**config.mk**
```make
export PLATFORM = sky130hd
export DESIGN_NAME = spi_regmap_slave
export DESIGN_NICKNAME = d
export VERILOG_FILES = /design/src/rtl/srm_pkg.sv /design/src/rtl/srm_sync.sv /design/src/rtl/srm_frame.sv /design/src/rtl/srm_regs.sv /design/src/rtl/spi_regmap_slave.sv
export SDC_FILE = /design/constraint.sdc
export NUM_CORES = 1
export LEC_CHECK = 0
export BUFFER_PORTS_ARGS = -buffer_cell sky130_fd_sc_hd__buf_4
export CAP_MARGIN = 5
export CORE_MARGIN = 5
export CORE_UTILIZATION = 55
export CTS_CLUSTER_DIAMETER = 120
export DETAILED_ROUTE_END_ITERATION = 16
export PLACE_DENSITY = 0.78
export REMOVE_ABC_BUFFERS = 1
export SYNTH_ARGS = -nofsm -noshare
export SYNTH_HDL_FRONTEND = slang
export SYNTH_SLANG_ARGS = --single-unit
```
**constraint.sdc**
```tcl
create_clock -name clk -period 3.7 [get_ports clk]
set_input_delay 0.555 -clock clk [delete_from_list [all_inputs] [get_ports clk]]
set_output_delay 0.555 -clock clk [all_outputs]
set_load 0.05 [all_outputs]
```
**src/rtl/srm_pkg.sv**
```systemverilog
package srm_pkg;
  localparam int FRAME_BITS = 16;
  localparam int ADDR_W     = 7;
  localparam int WIDX_W     = ADDR_W - 1;
  localparam logic [ADDR_W-1:0] STAT_ADDR = 7'h3C;
  localparam logic [ADDR_W-1:0] CMD_ADDR  = 7'h3E;
  localparam logic [ADDR_W-1:0] ID_ADDR   = 7'h4A;
  localparam int CTL_WORD   = 8;   // control bank starts at byte 0x10
  localparam logic [15:0] ID_VALUE = 16'h3F51;
  localparam int COMM_ERR_BIT = 3;
  localparam int CMD_CLR_BIT  = 4;
  localparam int CMD_RST_BIT  = 7;

  typedef struct packed {
    logic                 wr;
    logic [ADDR_W-1:0]    addr;
    logic [7:0]           data;
  } frame_t;
endpackage

```
**src/rtl/srm_sync.sv**
```systemverilog
module srm_sync #(
  parameter int W = 1,
  parameter logic [W-1:0] RST_VAL = '0
) (
  input  logic         clk,
  input  logic         rst_n,
  input  logic [W-1:0] d,
  output logic [W-1:0] q
);
  logic [W-1:0] meta_q, sync_q;
  for (genvar g = 0; g < W; g++) begin : g_bit
    always_ff @(posedge clk or negedge rst_n) begin
      if (!rst_n) begin
        meta_q[g] <= RST_VAL[g];
        sync_q[g] <= RST_VAL[g];
      end else begin
        meta_q[g] <= d[g];
        sync_q[g] <= meta_q[g];
      end
    end
  end
  assign q = sync_q;
endmodule

```
**src/rtl/srm_frame.sv**
```systemverilog
module srm_frame
  import srm_pkg::*;
(
  input  logic        clk,
  input  logic        rst_n,
  input  logic        sclk_s,
  input  logic        cs_s,
  input  logic        mosi_s,
  input  logic [15:0] tx_word,
  output logic        miso,
  output logic        done,
  output logic        abort,
  output logic [15:0] rx_word
);
  localparam int CNT_W = $clog2(FRAME_BITS + 1);
  localparam logic [CNT_W-1:0] LAST = CNT_W'(FRAME_BITS - 1);
  localparam logic [CNT_W-1:0] FULL = CNT_W'(FRAME_BITS);

  logic             sclk_d, cs_d;
  logic [CNT_W-1:0] cnt_q;
  logic [15:0]      sh_q, rx_q;
  logic             miso_q, done_q, abort_q;

  wire rise    = sclk_s & ~sclk_d;
  wire fall    = ~sclk_s & sclk_d;
  wire cs_fall = ~cs_s & cs_d;
  wire cs_rise = cs_s & ~cs_d;

  always_ff @(posedge clk or negedge rst_n) begin
    if (!rst_n) begin
      sclk_d  <= 1'b1;
      cs_d    <= 1'b1;
      cnt_q   <= '0;
      sh_q    <= '0;
      rx_q    <= '0;
      miso_q  <= 1'b0;
      done_q  <= 1'b0;
      abort_q <= 1'b0;
    end else begin
      sclk_d  <= sclk_s;
      cs_d    <= cs_s;
      done_q  <= 1'b0;
      abort_q <= 1'b0;
      if (cs_fall) begin
        cnt_q  <= '0;
        sh_q   <= tx_word;
        miso_q <= 1'b0;
      end else if (cs_rise) begin
        if (cnt_q != '0 && cnt_q != FULL) abort_q <= 1'b1;
        cnt_q  <= '0;
        miso_q <= 1'b0;
      end else if (!cs_s && cnt_q != FULL) begin
        if (fall) begin
          miso_q <= sh_q[15];
          sh_q   <= {sh_q[14:0], 1'b0};
        end else if (rise) begin
          rx_q  <= {rx_q[14:0], mosi_s};
          cnt_q <= cnt_q + 1'b1;
          if (cnt_q == LAST) done_q <= 1'b1;
        end
      end
    end
  end

  assign miso    = miso_q;
  assign done    = done_q;
  assign abort   = abort_q;
  assign rx_word = rx_q;

  // a frame completion is a single-cycle event
  a_r2_done_pulse: assert property (@(posedge clk) disable iff (!rst_n)
    done_q |=> !done_q);
  // a frame can not both complete and abort
  a_r9_done_xor_abort: assert property (@(posedge clk) disable iff (!rst_n)
    !(done_q && abort_q));
  // the bit counter never passes a full frame
  a_r1_cnt_bound: assert property (@(posedge clk) disable iff (!rst_n)
    cnt_q <= FULL);
endmodule

```
**src/rtl/srm_regs.sv**
```systemverilog
module srm_regs
  import srm_pkg::*;
#(
  parameter int NOUT   = 4,
  parameter int DATA_W = 14,
  parameter int NCTL   = 4
) (
  input  logic                   clk,
  input  logic                   rst_n,
  input  logic                   done,
  input  logic                   abort,
  input  logic [15:0]            rx_word,
  input  logic                   smp_upd,
  input  logic [NOUT*DATA_W-1:0] smp_data,
  input  logic [15:0]            stat_set,
  output logic [15:0]            tx_word,
  output logic [NCTL*16-1:0]     ctl_flat,
  output logic [15:0]            stat_word
);
  localparam int PAD_W = 14 - DATA_W;

  frame_t            fr;
  logic [WIDX_W-1:0] widx;
  logic              wr_hit, rd_hit, soft_rst, stat_clr, err_flag;
  logic [15:0]       ctl_q [NCTL];
  logic [DATA_W-1:0] dat_q [NOUT];
  logic [NOUT-1:0]   nd_q;
  logic [15:0]       stat_q, tx_q, rd_word;

  assign fr       = frame_t'(rx_word);
  assign widx     = fr.addr[ADDR_W-1:1];
  assign wr_hit   = done & fr.wr;
  assign rd_hit   = done & ~fr.wr;
  assign soft_rst = wr_hit && fr.addr == CMD_ADDR && fr.data[CMD_RST_BIT];
  assign stat_clr = wr_hit && fr.addr == CMD_ADDR && fr.data[CMD_CLR_BIT];
  assign err_flag = |stat_q;

  for (genvar g = 0; g < NCTL; g++) begin : g_ctl
    always_ff @(posedge clk or negedge rst_n) begin
      if (!rst_n) ctl_q[g] <= '0;
      else if (soft_rst) ctl_q[g] <= '0;
      else if (wr_hit && widx == WIDX_W'(CTL_WORD + g)) begin
        if (fr.addr[0]) ctl_q[g][15:8] <= fr.data;
        else            ctl_q[g][7:0]  <= fr.data;
      end
    end
    assign ctl_flat[g*16 +: 16] = ctl_q[g];
  end

  for (genvar g = 0; g < NOUT; g++) begin : g_out
    always_ff @(posedge clk or negedge rst_n) begin
      if (!rst_n) begin
        dat_q[g] <= '0;
        nd_q[g]  <= 1'b0;
      end else if (smp_upd) begin
        dat_q[g] <= smp_data[g*DATA_W +: DATA_W];
        nd_q[g]  <= 1'b1;
      end else if (soft_rst) begin
        dat_q[g] <= '0;
        nd_q[g]  <= 1'b0;
      end else if (rd_hit && widx == WIDX_W'(g)) begin
        nd_q[g]  <= 1'b0;
      end
    end
  end

  always_ff @(posedge clk or negedge rst_n) begin
    if (!rst_n) stat_q <= '0;
    else if (soft_rst || stat_clr) stat_q <= stat_set;
    else begin
      stat_q <= stat_q | stat_set;
      if (abort) stat_q[COMM_ERR_BIT] <= 1'b1;
    end
  end

  always_comb begin
    rd_word = '0;
    for (int i = 0; i < NOUT; i++)
      if (widx == WIDX_W'(i))
        rd_word = {nd_q[i], err_flag, {PAD_W{dat_q[i][DATA_W-1]}}, dat_q[i]};
    for (int i = 0; i < NCTL; i++)
      if (widx == WIDX_W'(CTL_WORD + i)) rd_word = ctl_q[i];
    if (widx == STAT_ADDR[ADDR_W-1:1]) rd_word = stat_q;
    if (widx == ID_ADDR[ADDR_W-1:1])   rd_word = ID_VALUE;
  end

  always_ff @(posedge clk or negedge rst_n) begin
    if (!rst_n) tx_q <= '0;
    else if (done) tx_q <= fr.wr ? 16'h0000 : rd_word;
  end

  assign tx_word   = tx_q;
  assign stat_word = stat_q;

  // every sample update leaves all new-data flags set
  a_r4_nd_on_update: assert property (@(posedge clk) disable iff (!rst_n)
    smp_upd |=> &nd_q);
  // an aborted frame leaves the communication-error bit set
  a_r9_abort_flags: assert property (@(posedge clk) disable iff (!rst_n)
    abort |=> stat_q[COMM_ERR_BIT]);
  // software reset empties the control bank
  a_r7_soft_clears_ctl: assert property (@(posedge clk) disable iff (!rst_n)
    soft_rst |=> ctl_flat == '0);
  // status bits never drop without a clear or soft reset
  a_r6_sticky: assert property (@(posedge clk) disable iff (!rst_n)
    !$past(soft_rst || stat_clr) |-> ((stat_q & $past(stat_q)) == $past(stat_q)));
  // a completed write frame queues a zero reply
  a_r2_write_reply_zero: assert property (@(posedge clk) disable iff (!rst_n)
    wr_hit |=> tx_word == 16'h0000);
endmodule

```
**src/rtl/spi_regmap_slave.sv**
```systemverilog
module spi_regmap_slave
  import srm_pkg::*;
#(
  parameter int NOUT   = 4,
  parameter int DATA_W = 14,
  parameter int NCTL   = 4
) (
  input  logic                   clk,
  input  logic                   rst_n,
  input  logic                   spi_sclk,
  input  logic                   spi_cs_n,
  input  logic                   spi_mosi,
  output logic                   spi_miso,
  input  logic                   smp_upd,
  input  logic [NOUT*DATA_W-1:0] smp_data,
  input  logic [15:0]            stat_set,
  output logic [NCTL*16-1:0]     ctl_regs,
  output logic [15:0]            stat_word
);
  logic [2:0]  pins_s;
  logic        done, abort;
  logic [15:0] rx_word, tx_word;

  srm_sync #(.W(3), .RST_VAL(3'b011)) u_sync (
    .clk   (clk),
    .rst_n (rst_n),
    .d     ({spi_mosi, spi_cs_n, spi_sclk}),
    .q     (pins_s)
  );

  srm_frame u_frame (
    .clk     (clk),
    .rst_n   (rst_n),
    .sclk_s  (pins_s[0]),
    .cs_s    (pins_s[1]),
    .mosi_s  (pins_s[2]),
    .tx_word (tx_word),
    .miso    (spi_miso),
    .done    (done),
    .abort   (abort),
    .rx_word (rx_word)
  );

  srm_regs #(.NOUT(NOUT), .DATA_W(DATA_W), .NCTL(NCTL)) u_regs (
    .clk       (clk),
    .rst_n     (rst_n),
    .done      (done),
    .abort     (abort),
    .rx_word   (rx_word),
    .smp_upd   (smp_upd),
    .smp_data  (smp_data),
    .stat_set  (stat_set),
    .tx_word   (tx_word),
    .ctl_flat  (ctl_regs),
    .stat_word (stat_word)
  );

  // MISO stays low while no frame is selected
  a_r11_miso_idle: assert property (@(posedge clk) disable iff (!rst_n)
    (pins_s[1] && $past(pins_s[1])) |-> !spi_miso);
endmodule

```
After elaboration in Yosys (flattened, before gate mapping). Index checks and enable logic that the tools add are counted. W data, S select, Z words.

Output and inout bits: 81. Register bits after elaboration: 204. Input port bits: 78. Logic and storage cells: 170.

Mux-type cells: 62. Reduce and logical (&&, ||, !) cells: 45. Add/subtract/negate cells: 1. Eq/ne operators: 15. Bitwise logic cells: 15.

Operators by type and width (count): $mux W16 (24); $mux W14 (5); $mux W1 (26); $mux W5 (5); $eq A6 B4 Y1 const B (4); $reduce_bool A3 Y1 (7); $reduce_and A2 Y1 (9); $mux W8 (2); $or A16 B16 Y16 (1); $reduce_bool A2 Y1 (8); $reduce_or A16 Y1 (1); $logic_and A1 B1 Y1 (13); $eq A6 B2 Y1 const B (2); $not A1 Y1 (8); $eq A7 B6 Y1 const B (1); $and A1 B1 Y1 (6); $eq A6 B1 Y1 const B (1); $eq A6 B5 Y1 const B (1); $eq A6 B6 Y1 const B (1); $logic_not A6 Y1 (1); $reduce_and A3 Y1 (2); $add A5 B1 Y5 const B (1); $eq A5 B4 Y1 const B (1); $ne A5 B5 Y1 const B (1); other kinds (6) (7).

Longest topological paths before layout. Gate-level depths: netlist of the first run.

Depth in word-level cells: 12. Depth in mapped cells: 8. Gate-level depth less buffers: 7.

Cells and area by module. Synthesis of the first run repeated with hierarchy kept, for this count alone.

Cell total of the unflattened synthesis: 863. Area, all modules: 9432.8 um^2.

By module, submodules not included: srm_regs (seq. area each 3903.7 um^2, area each 7347.0 um^2, cells an instance 695, times used 1); srm_frame (seq. area each 1053.5 um^2, area each 1930.6 um^2, cells an instance 162, times used 1); srm_sync (seq. area each 155.1 um^2, area each 155.1 um^2, cells an instance 6, times used 1).

Worst setup path before layout of the first run. No wires, ideal clock.

Path type: register to register. Start: reg u_sync.sync_q[1], in the netlist u_sync.q[1]. End: reg u_frame.rx_q[10], in the netlist u_frame.rx_word[10]. Period minus slack after synthesis: 2518 ps. Setup time: 125 ps. Slack: 1182 ps. Buffers on the path: 2. Cell stages (with the launch flop): 8. Required time: 3575 ps. Arrival time: 2393 ps. Cells stage by stage: dfstp_2 > inv_1 > ha_1 > or2_2 > clkbuf_1 > nor4_4 > buf_2 > mux2_2.

Cells in the longest elaborated chain, start to end: 4. Elaborated cells on any way between the ends: 8. Classes of those cells: bitwise (5); reduce/logical (3).

Ends and longest elaborated chain: start, declared (RTL line srm_sync.sv:10) `logic [W-1:0] meta_q, sync_q;`; start signal, assigned by index (RTL line srm_sync.sv:15) `sync_q[g] <= RST_VAL[g];`; start signal, assigned by index (RTL line srm_sync.sv:18) `sync_q[g] <= meta_q[g];`; $not A1 Y1 (RTL line srm_frame.sv:26) `wire cs_fall = ~cs_s & cs_d;`; $and A1 B1 Y1 (RTL line srm_frame.sv:26); $not A1 Y1 (no line); $reduce_and A5 Y1 (no line) (*); end signal, assigned (RTL line srm_frame.sv:57) `rx_q <= {rx_q[14:0], mosi_s};`; end, declared (RTL line srm_frame.sv:21) `logic [15:0] sh_q, rx_q;`.

Mark *: on every way between the ends. The rest lies on a longest branch, timed or not. A chain may end at the register's enable or synchronous reset.

Worst setup path in the final report of the first run.
Start: reg u_frame.rx_q[10], in the netlist u_frame.rx_word[10]. End: reg u_regs.tx_q[3], in the netlist u_regs.tx_word[3].

Cells in the longest elaborated chain, start to end: 12. Elaborated cells on any way between the ends: 21. Classes of those cells: eq/ne (9); mux (11); reduce/logical (1).

Ends and longest elaborated chain: $logic_not A6 Y1 (RTL line srm_regs.sv:79) `if (widx == WIDX_W'(i))`; $mux W16 (4 in a row) (RTL line srm_regs.sv:79); $mux W16 (4 in a row) (RTL line srm_regs.sv:82) `if (widx == WIDX_W'(CTL_WORD + i)) rd_word = ctl_q[i];`; $mux W16 (RTL line srm_regs.sv:83) `if (widx == STAT_ADDR[ADDR_W-1:1]) rd_word = stat_q;`; $mux W16 (*) (RTL line srm_regs.sv:84) `if (widx == ID_ADDR[ADDR_W-1:1]) rd_word = ID_VALUE;`; $mux W16 (*) (RTL line srm_regs.sv:89) `else if (done) tx_q <= fr.wr ? 16'h0000 : rd_word;`; end signal, assigned (RTL line srm_regs.sv:89); end, declared (RTL line srm_regs.sv:28) `logic [15:0] stat_q, tx_q, rd_word;`.

Marks and branches as above.

==> results of run 1 <==
-- layout make-up --
type                       instances  share of cell area, %
timing repair buffer             177                   11.4
clock buffer                      33                   5.80
tap                              225                   2.36
inverter                          27                  0.848
multi-input combinational        684                   35.6
clock inverter                     7                   1.21
sequential                       204                   42.8
-- cell usage in the layout (no fill, tap or decap), types with 11 or more instances in the layout --
master,synthesis,final
a21oi_1,46,45
clkbuf_16,0,23
a22o_1,33,33
nor2_1,58,58
inv_1,26,26
nand3_1,15,15
a22oi_1,12,12
mux2i_1,56,56
buf_4,2,174
nand2_1,154,154
o22a_1,11,11
nor2b_1,15,15
o21ai_0,129,129
a21o_1,21,21
nand3b_1,14,14
a211oi_1,12,12
mux2_2,14,14
dfrtp_1,198,196
-- through the flow --
stage | total power, W | cells | hold WS [ns]
6_report | 0.00544 | 1357 | 0.163
5_1_grt | 0.00565 | 1357 | 0.143
4_1_cts | 0.00546 | 1357 | 0.150
3_5_place_dp | 0.00299 | 1317 | 0.341
3_3_place_gp | 0.00298 | 1317 | 0.337
2_1_floorplan | 0.00274 | 915 | 0.259
-- worst paths after layout --
path	to
worst max-delay path	u_regs.tx_word[3]
worst min-delay path	u_sync.meta_q[1]
worst max register to register	u_regs.tx_word[3]
worst min register to register	u_sync.q[0]
max in group asynchronous	u_regs.ctl_flat[24]
min in group asynchronous	u_frame.cnt_q[2]
-- flip-flops by register name, indices dropped and copies added (netlist names), 4 cells and up --
register          flops
u_regs.tx_word       16
u_regs.stat_word     16
u_regs.dat_q         56
u_regs.nd_q           4
u_frame.cnt_q         5
u_frame.rx_word      16
u_regs.ctl_flat      64
u_frame.sh_q         16
-- kinds of logic after synthesis --
family | Yosys count | share of synthesized area [%]
adders and majority gates | 6 | 0.768
AOI/OAI and AO/OA | 306 | 20.1
buffers and inverters | 105 | 4.38
and+or+nand+nor | 302 | 15.1
DFF | 204 | 52.3
muxes | 70 | 7.35
-- metal layers --
| metal | wire length [µm] | vias to the layer above |
|---|---|---|
| li1 | - | 3757 |
| met5 | 0 | - |
| met1 | 11300 | 3933 |
| met2 | 12400 | 340 |
| met4 | 943 | 0 |
| met3 | 2370 | 57 |
-- power groups by stage --
| stage | clock network (W) | logic, W | registers [W] |
|---|---|---|---|
| after floorplan | 0 | 0.000217 | 0.00253 |
| after global placement | 0 | 0.000397 | 0.00258 |
| after detailed placement | 0 | 0.000409 | 0.00258 |
| after CTS | 0.00250 | 0.000415 | 0.00255 |
| after global routing | 0.00261 | 0.000470 | 0.00257 |
| final | 0.00247 | 0.000410 | 0.00256 |
==> run summary, run 1 <==
The detail route stage leaves a number of antenna-violating nets equal to 0. The total number of cells along the worst setup path came out at 6. The path type of the worst setup path is register to register. The area of the multi-input gates is 4250 µm². Summed over all instances, the cell type with the most area after synthesis is dfrtp_1.

The post-synthesis register bit count is 204. The effective utilization at floorplan came out at 56.3%. STA puts the critical path data required time at 4.07 ns.

After synthesis, the netlist uses 64 different library cells. The first global-routing pass estimated 42,800 µm of wire. The share of Yosys cell area claimed by the top area cell type is 50.7%. The number of hold-slack violations in the final timing report is 0. The cell area after layout came out at 11,900 µm². The worst hold path begins at spi_cs_n. 159 I/O pins were placed. In this run the critical register-to-register path is launched from u_frame.rx_word[10]. The proportion of total power due to net switching is 23.8%. The number of cell rows came out at 48. The summed negative setup slack over all endpoints came out at 0 ns. The clock period could shrink to 2.90 ns. The number of diodes added for antenna fixing is 0. The share of layout cells above drive strength 1 came out at 23.1%. The per-cell via count in the routed design came out at 5.96. The die footprint is 20,500 µm². The cell family contributing the most delay on the critical path is simple AND/OR/NAND/NOR gates. The tightest min-delay check is of the primary input to register type. The critical-path cell with the highest stage delay is nor2_1. TritonCTS built the clock tree. The post-synthesis to final-layout area growth came out at 22.2%. The share of synthesized flip-flops with an asynchronous set or reset is 100%. TritonCTS created 22 clock buffers.

The met3 layer usage reported by global route came out at 5.32%. The worst-case register-to-register setup slack came out at 0.80 ns. The remaining max-slew budget at the tightest pin came out at 34.2%. In this run the vertical extent of the chip is 143 µm. The number of antenna violations at the first check in global routing is 0. CTS placed an instance of clkbuf_16 at the clock tree root. Clock latency on the worst-skew pair, taken at its later pin, is 0.50 ns. In the synthesized netlist, the cells that appear most often are dfrtp_1, nand2_1, o21ai_0. The flip-flop and latch area came out at 5110 µm².

The pin slew with the least headroom to its limit came out at 0.983 ns. The highest cell delay on the worst timing path is 0.75 ns. The final count of pins violating max slew is 0.

After synthesis, flip-flops and latches occupy 52.3% of the total area. The area of placed instances came out at 11,100 µm². The detailed-placement wirelength estimate is 18,000 µm.

The number of max-cap violations came out at 0. The number of DRC violations after detailed routing is 0. In the post-synthesis netlist, the cell with the most instances is dfrtp_1. The worst setup slack after placement came out at 0.965 ns.

The largest driver fanout on the critical path is 24. The routed wire length per instance is 19.9 µm. The number of global-route vias before repair is 7,910. The number of violations reported at the end of detailed-routing iteration 0 is 842. Data arrives at the worst endpoint at 3.26 ns.

Counting instances, the worst hold path has a depth of 1. The number of buffers and inverters on the critical path came out at 1. The maximum clock frequency came out at 345 MHz.

Clock tree synthesis found a total of 204 sinks. The number of instances in the synthesized netlist came out at 993. The number of buffers inserted for hold repair after clock tree synthesis is 0. The part of the total power dissipated in the clock network is 45.4%. The routability congestion estimate from global placement came out at 0.871. The total area inside the core boundary comes to 17,400 µm². The netlist area before placement came out at 9780 µm².

In this run the power density over the cells is 455 nW/µm². The count of fill cells added during filler insertion is 1,364. For this run, the leading register cell type out of synthesis is dfrtp_1. The worst setup path startpoint is u_frame.rx_word[10].

The clock-pin slew on the worst setup and hold paths came out at 0.07 ns. The worst-case IR drop observed on VDD is 0.384 mV. The total wire length after detailed routing is 27,000 µm.

The total grt overflow came out at 0. The depth of the CTS H-tree came out at 1. The part of the cycle the worst path needs came out at 78.3%. The horizontal die dimension came out at 143 µm. The post-synthesis average cell area came out at 9.85 µm². Clock skew on the completed layout was measured at 0.0153 ns. In the final design database the tool counted 1,200 nets. The clock passes through at most 3 buffers.

Once routing completed, OpenROAD measured the worst setup slack at 0.802 ns. The synthesized design contains 0 enable-type register cells. The post-CTS resize count is 0. The internal power summed over all cells is 0.00415 W.

The critical path's most frequent cell is nor2_1. After synthesis, the cell types taking the most area are dfrtp_1, o21ai_0, nand2_1. The overall fraction of global-route tracks in use came out at 26.3%. The first TritonRoute pass finished after 5 iterations. Setup repair after global routing left no endpoint under its margin. The net switching power of the design is 0.00129 W. The largest net degree at the start of global routing came out at 117. During synthesis, Yosys emitted a total of 0 warnings. The static power due to leakage came out at 5.47 nW. The share of power burned in combinational logic is 7.5%. The met2 track utilization from global routing came out at 39.8%. The number of buffers inserted by port buffering came out at 158. The element type at the critical path start is a register. Setup violations remaining at the end of the flow were counted as 0. Global routing used 38.1% of the available met1 tracks.

The sequential fraction of design power came out at 47.0%. The number of setup buffers added after CTS is 0. The logic depth of the worst register-to-register path came out at 6. The signal on the critical path passes through buf_4 -> nand2b_1 -> nor2_1 -> nor2_1 -> a32oi_1 -> o21ai_0. STA classifies the critical path endpoint as a register.

The final core utilization is 68.8%. The flow ran to the end, and the final reports show no timing, DRC or antenna violations. The via count is 8,087. The layer flagged by global routing as most heavily used is met2.
No activity file was read; power rests on OpenSTA's default activity.
==> inputs of run 2 (changes only) <==
==> constraint.sdc (replaced) <==
create_clock -name clk -period 2.9 [get_ports clk]
set_input_delay 0.435 -clock clk [delete_from_list [all_inputs] [get_ports clk]]
set_output_delay 0.435 -clock clk [all_outputs]
set_load 0.05 [all_outputs]
==> run summary, run 2 (synthesized netlist as in run 1, its figures left out) <==
The worst-case register-to-register setup slack is 0.51 ns (-0.30 ns). The number of hold-slack violations in the final timing report was 0 (unchanged). The number of antenna violations at the first check in global routing is 0 (unchanged). The per-cell via count in the routed design is 6.00 (+0.63%).

The total number of cells along the worst setup path was 5 (-1). The number of cell rows is 48 (unchanged). The worst setup path is captured at a register.

Traced cell by cell, the critical path runs through or4b_4 -> nor3_4 -> a21oi_1 -> a221oi_1 -> o22a_1. The flow ran to the end, and the final reports show no timing, DRC or antenna violations. TritonCTS built the clock tree. The count of fill cells added during filler insertion came out at 1,375 (+0.81%). The net switching power of the design came out at 0.00166 W (+28%).

The number of buffers created by CTS is 22 (unchanged). On the critical path, the stage with the largest delay is an instance of or4b_4. The proportion of total power due to net switching came out at 24.2% (+0.42 points). The depth of the CTS H-tree is 1 (unchanged). The final-report setup violation count came out at 0 (unchanged).

The number of DRC violations after detailed routing is 0 (unchanged). The via count came out at 8,192 (+1.3%). The total wire length after detailed routing came out at 27,400 µm (+1.5%). The iteration count of the initial detailed-routing pass came to 7 (+2). The highest cell delay on the worst timing path came out at 0.74 ns (about the same).

The cell family contributing the most delay on the critical path is simple AND/OR/NAND/NOR gates. The number of global-route vias before repair is 7,957 (+0.59%). The maximum resistive drop on vdd came to 0.422 mV (+10%). The library cells used most frequently in the layout, excluding fill and tap cells, are dfrtp_1, buf_4, nand2_1, o21ai_0, nor2_1. The largest driver fanout on the critical path came out at 17 (-29%). The time the final worst path needs with I/O delays and setup came out at 2.39 ns (-0.505 ns).

The area of placed instances is 11,200 µm² (+0.46%). The area of the multi-input gates came out at 4250 µm² (about the same). The number of diodes added for antenna fixing came out at 0 (unchanged). The number of max-cap violations is 0 (unchanged). The number of setup buffers added after CTS is 0 (unchanged). The number of buffers inserted by port buffering is 158 (unchanged).

The part of the cycle the worst path needs came out at 82.5% (+4.2 points). The setup skew after layout is 0.0105 ns (-0.00479 ns). The internal power summed over all cells is 0.00518 W (+25%).

The required time at the endpoint of the critical path came out at 3.34 ns (-0.73 ns). The summed negative setup slack over all endpoints came out at 0 ns (unchanged). The sequential fraction of design power was 47.7% (+0.7 points).

The final count of pins violating max slew was 0 (unchanged). The share of power burned in combinational logic came out at 7.7% (+0.2 points). The endpoint identified for the worst register-to-register timing path is u_regs.tx_word[8].

The number of buffers on the longest clock path came out at 3 (unchanged). The effective utilization at floorplan came out at 56.3% (unchanged). In this run the worst setup path terminates at u_regs.tx_word[8]. The logic depth of the worst register-to-register path came out at 5 (-1).

The net count of the finished layout came out at 1,210 (+0.83%). The number of ports placed on the die boundary was 159 (unchanged). The total grt overflow came out at 0 (unchanged). The remaining max-slew budget at the tightest pin is 34.2% (about the same).

The area growth from synthesis to layout is 22.4%. The number of violations reported at the end of detailed-routing iteration 0 was 876 (+4.0%). The core footprint was 17,400 µm² (unchanged).

The maximum clock frequency was 418 MHz (+21%). The worst setup path startpoint is u_frame.rx_word[14]. The most common cell after layout, fill and taps aside is dfrtp_1. The height of the die is 143 µm (unchanged). The cell sitting at the root of the clock tree is a clkbuf_16. The tightest min-delay check is of the primary input to register type. The areal power density over the cells came out at 571 nW/µm² (+25%). The number of flip-flops under the largest register name came out at 64 (unchanged).

The die footprint came out at 20,500 µm² (unchanged). The post-layout instance count excluding filler cells came out at 1,366 (+0.66%). The critical path in this run is classified as register to register. The clock-pin slew on the worst setup and hold paths came out at 0.06 ns (about the same). The cell area after layout was 12,000 µm² (+0.16%). The data arrival time at the worst-slack endpoint is 2.84 ns (-0.42 ns). The part of the total power dissipated in the clock network is 44.6% (-0.8 points). The flip-flop and latch area came out at 5110 µm² (unchanged). The overall fraction of global-route tracks in use is 26.4% (+0.094 points). The static power due to leakage came out at 5.50 nW (+0.44%). The worst hold slack is 0.0326 ns (-0.130 ns). The origin of the worst min-delay path is spi_mosi.

The number of buffers and inverters on the critical path is 0 (-1). The detailed-placement wirelength estimate is 18,600 µm (+3.4%). The pin slew with the least headroom to its limit came out at 0.987 ns (+0.00368 ns). The horizontal die dimension is 143 µm (unchanged). The final core utilization came out at 68.9% (+0.11 points). The source-to-sink clock delay at the later pin of the worst-skew pair is 0.51 ns (about the same). Setup repair after global routing left no endpoint under its margin. The remaining number of nets flagged by the antenna check after routing came out at 0 (unchanged). The first-pass GRT wire length came to 43,000 µm (+0.36%). The worst setup path is launched from a register. The startpoint identified for the worst register-to-register timing path is u_frame.rx_word[14]. The routability congestion estimate from global placement came out at 0.930 (+6.8%). The post-placement cell count is 1,326 (+0.68%). The CTS sink count came out at 204 (unchanged). The largest net degree at the start of global routing is 117 (unchanged). The routed wire length per instance came out at 20.0 µm (+0.83%). The share of layout cells above drive strength 1 came out at 23.5% (+0.34 points).
[run 2: area by class of cell]
| cell class | count | share of cell area (%) |
|---|---|---|
| clock buffer | 31 | 5.39 |
| clock inverter | 8 | 1.27 |
| inverter | 27 | 0.847 |
| multi-input combinational | 684 | 35.5 |
| sequential | 204 | 42.7 |
| tap | 225 | 2.35 |
| timing repair buffer | 187 | 11.9 |
[run 2: timing repair]
action | 4_1_cts | 5_1_grt
hold buffers | 1 | 0
resized for setup | 0 | 0
hold endpoints to repair | 20 | 0
[run 2: worst min path at each step]
stage	endpoint	slack, ns	cells past startpoint
after global routing	u_sync.meta_q[2]	0.02	1
after CTS	u_sync.meta_q[2]	0.02	1
after global placement	u_sync.q[2]	0.34	0
after detailed placement	u_sync.q[2]	0.34	0
final	u_sync.meta_q[2]	0.03	1
after floorplan	u_frame.abort	0.14	0
[run 2: power groups by stage]
stage | Combinational (W) | Sequential (W) | Clock (W)
floorplan | 0.000277 | 0.00322 | 0
global placement | 0.000509 | 0.00329 | 0
detailed placement | 0.000528 | 0.00330 | 0
CTS | 0.000531 | 0.00325 | 0.00308
global route | 0.000595 | 0.00328 | 0.00320
finish | 0.000526 | 0.00326 | 0.00305
[run 2: per-stage QoR]
stage	worst slack [ns]	power, W
2_1_floorplan	-1.16	0.00350
3_3_place_gp	0.641	0.00380
3_5_place_dp	0.574	0.00383
4_1_cts	0.538	0.00686
5_1_grt	0.404	0.00707
6_report	0.507	0.00684
[run 2: metal layers]
layer | routed length [µm] | track usage, % | vias up
met5 | 0 | 0 | -
met4 | 756 | 7.53 | 0
met3 | 2340 | 4.69 | 55
met2 | 12800 | 42.3 | 392
met1 | 11400 | 37.3 | 3968
li1 | - | - | 3777
[run 2: worst register-to-register path, cell delays in order (launching register included)]
cell and delay [ns]:
dfrtp_1 0.48, or4b_4 0.74, nor3_4 0.52, a21oi_1 0.11
a221oi_1 0.31, o22a_1 0.18
==> inputs of run 3 (changes only) <==
--- a/config.mk
+++ b/config.mk
@@ -8,10 +8,10 @@
 export BUFFER_PORTS_ARGS = -buffer_cell sky130_fd_sc_hd__buf_4
 export CAP_MARGIN = 5
 export CORE_MARGIN = 5
-export CORE_UTILIZATION = 55
+export CORE_UTILIZATION = 51
 export CTS_CLUSTER_DIAMETER = 120
 export DETAILED_ROUTE_END_ITERATION = 16
-export PLACE_DENSITY = 0.78
+export PLACE_DENSITY = 0.76
 export REMOVE_ABC_BUFFERS = 1
 export SYNTH_ARGS = -nofsm -noshare
 export SYNTH_HDL_FRONTEND = slang
==> constraint.sdc (replaced) <==
create_clock -name clk -period 2 [get_ports clk]
set_input_delay 0.3 -clock clk [delete_from_list [all_inputs] [get_ports clk]]
set_output_delay 0.3 -clock clk [all_outputs]
set_load 0.05 [all_outputs]
==> run summary, run 3 (synthesized netlist as in run 1, its figures left out) <==
The number of ports placed on the die boundary is 159 (unchanged). The share of layout cells above drive strength 1 came out at 29.2% (+5.7 points). The static power due to leakage is 6.18 nW (+12%). The checks that failed: negative setup slack. The part of the cycle the worst path needs is 102% (+20 points).

The final count of pins violating max slew is 0 (unchanged). The first-pass GRT wire length came out at 48,700 µm (+13%). The number of cell rows came out at 50 (+4.2%).

The proportion of total power due to net switching came out at 24.7% (+0.47 points). The time the final worst path needs with I/O delays and setup was 2.04 ns (-0.349 ns). The data arrival time at the worst-slack endpoint is 2.48 ns (-0.36 ns).

Setup repair after global routing could not meet its margin everywhere. The net count of the finished layout came to 1,342 (+11%). The post-synthesis to final-layout area growth is 38.1%. The number of buffers created by CTS is 22 (unchanged).

The sequential fraction of design power came out at 47.1% (-0.6 points). The largest driver fanout on the critical path came out at 8 (-9). The horizontal die dimension came out at 148 µm (+3.6%). The effective utilization at floorplan is 52.1% (-4.2 points). The final-report setup violation count came out at 20 (+20).

The iteration count of the initial detailed-routing pass came to 5 (-2). The detailed-placement wirelength estimate came out at 20,300 µm (+8.7%). The cell area after layout came out at 13,500 µm² (+13%). The routability congestion estimate from global placement came out at 0.866 (-6.9%). The flow ran to the end, but the final reports show violations.

The core footprint was 18,800 µm² (+8.1%). The via count is 8,925 (+8.9%). The die footprint is 22,000 µm² (+7.3%). The number of antenna violations at the first check in global routing came out at 0 (unchanged).

The remaining number of nets flagged by the antenna check after routing is 0 (unchanged). The depth of the CTS H-tree came to 1 (unchanged). The number of hold-slack violations in the final timing report came out at 0 (unchanged). The number of buffers inserted by port buffering is 158 (unchanged). The tree is rooted in a clkbuf_16.

The clock-pin slew on the worst setup and hold paths was 0.07 ns (about the same). The pin slew with the least headroom to its limit is 0.610 ns (-0.377 ns). The number of buffers on the longest clock path is 3 (unchanged). TritonCTS built the clock tree.

The number of diodes added for antenna fixing came out at 0 (unchanged). In this run the worst hold path is classified as primary input to register. The total wire length after detailed routing came out at 31,900 µm (+17%).

The setup slack after layout is -0.0439 ns (-0.551 ns). The per-cell via count in the routed design came to 5.92 (-1.3%). The worst setup path is launched from a register. The net switching power of the design is 0.00248 W (+50%). The worst hold slack is 0.0103 ns (-0.0223 ns). The part of the total power dissipated in the clock network is 42.8% (-1.8 points). The areal power density over the cells is 744 nW/µm² (+30%). The library cells used most frequently in the layout, excluding fill and tap cells, are buf_4, dfrtp_1, nand2_1, o21ai_0, mux2i_1. The setup path with the least slack is of type register to register. The worst setup path is captured at a register. The maximum clock frequency is 489 MHz (+17%). The number of flip-flops under the largest register name came to 64 (unchanged). The remaining max-slew budget at the tightest pin is 58.9% (+25 points).

The share of power burned in combinational logic came out at 10.0% (+2.3 points). The CTS sink count is 204 (unchanged). The number of DRC violations after detailed routing came out at 0 (unchanged). The total power after layout is 0.0100 W (+47%).

The largest net degree at the start of global routing is 71 (-39%). The number of global-route vias before repair is 8,955 (+13%). The post-placement cell count is 1,394 (+5.1%). The library cell used most frequently in the layout, excluding fill and tap cells, is buf_4.

The source-to-sink clock delay at the later pin of the worst-skew pair is 0.52 ns (about the same). The post-layout instance count excluding filler cells was 1,508 (+10%). The area of placed instances is 11,800 µm² (+5.3%).

The maximum resistive drop on vdd is 0.675 mV (+60%). The internal power summed over all cells is 0.00756 W (+46%). The number of violations reported at the end of detailed-routing iteration 0 is 907 (+3.5%). The total grt overflow is 0 (unchanged).

The number of max-cap violations came out at 0 (unchanged). The required time at the endpoint of the critical path is 2.44 ns (-0.90 ns). The routed wire length per instance was 21.2 µm (+5.7%). The height of the die came to 148 µm (+3.6%). The overall fraction of global-route tracks in use is 27.9% (+1.6 points).

The summed negative setup slack over all endpoints is -0.454 ns (-0.454 ns). The setup skew after layout came out at 0.0164 ns (+0.00587 ns).
## run 3: cell count changes in the layout (fill, tap and decap cells not counted), sizes merged
cell	change
buf	+75
bufbuf	+1
clkbuf	+6
dlygate4sd3	+51
## run 3: power groups by stage
| stage | combinational [W] | clock [W] | sequential (W) |
|---|---|---|---|
| after floorplan | 0.000401 | 0 | 0.00467 |
| final | 0.00101 | 0.00430 | 0.00474 |
| after detailed placement | 0.000828 | 0 | 0.00478 |
| after CTS | 0.000940 | 0.00435 | 0.00471 |
| after global routing | 0.00112 | 0.00451 | 0.00476 |
| after global placement | 0.000800 | 0 | 0.00477 |
## run 3: timing repair
item,in CTS,in global routing
hold endpoints to repair,90,0
hold buffers,52,0
setup endpoints to repair,40,165
setup buffers,6,8
resized for setup,11,43
gates cloned,2,6
pin swaps,4,24
## run 3: worst max-delay path: stages (launching register included)
cell,delay [ns]
dfrtp_1,0.40
or4b_4,0.63
or3_4,0.44
buf_6,0.14
nor2_4,0.18
a22o_1,0.19
## run 3: path summary, 6_finish.rpt
check	end	slack, ns	cells past startpoint	from
setup / recovery	u_regs.ctl_flat[21]	-0.04	5	u_frame.rx_word[14]
hold / removal	u_regs.dat_q[1]	0.01	3	smp_data[43]
setup reg to reg	u_regs.ctl_flat[21]	-0.04	5	u_frame.rx_word[14]
hold reg to reg	u_sync.q[2]	0.35	0	u_sync.meta_q[2]
max in group asynchronous	u_regs.dat_q[34]	0.93	3	rst_n
min in group asynchronous	u_regs.dat_q[41]	0.32	2	rst_n
## run 3: per-layer routing
| layer | share of wire [%] | vias to the layer above | global-route usage [%] |
|---|---|---|---|
| li1 | - | 4041 | - |
| met1 | 40 | 4349 | 36.6 |
| met2 | 49 | 448 | 46.8 |
| met3 | 7.9 | 87 | 5.70 |
| met4 | 3.7 | 0 | 9.15 |
| met5 | 0 | - | 0 |
## run 3: cell type report
| cell class | instances | area, µm² |
|---|---|---|
| sequential | 204 | 5110 |
| clock inverter | 8 | 155 |
| multi-input combinational | 684 | 4380 |
| timing repair buffer | 319 | 2850 |
| clock buffer | 32 | 608 |
| fill | 1299 | 5270 |
| tap | 234 | 293 |
| inverter | 27 | 101 |
## run 3: metrics by stage
stage | setup slack [ns] | utilization, %
6_report | -0.0439 | 71.9
2_1_floorplan | -2.06 | -
3_5_place_dp | -0.0711 | 62.6
4_1_cts | -0.0284 | 70.2
5_1_grt | -0.0983 | 71.9
3_3_place_gp | -0.0225 | 62.6
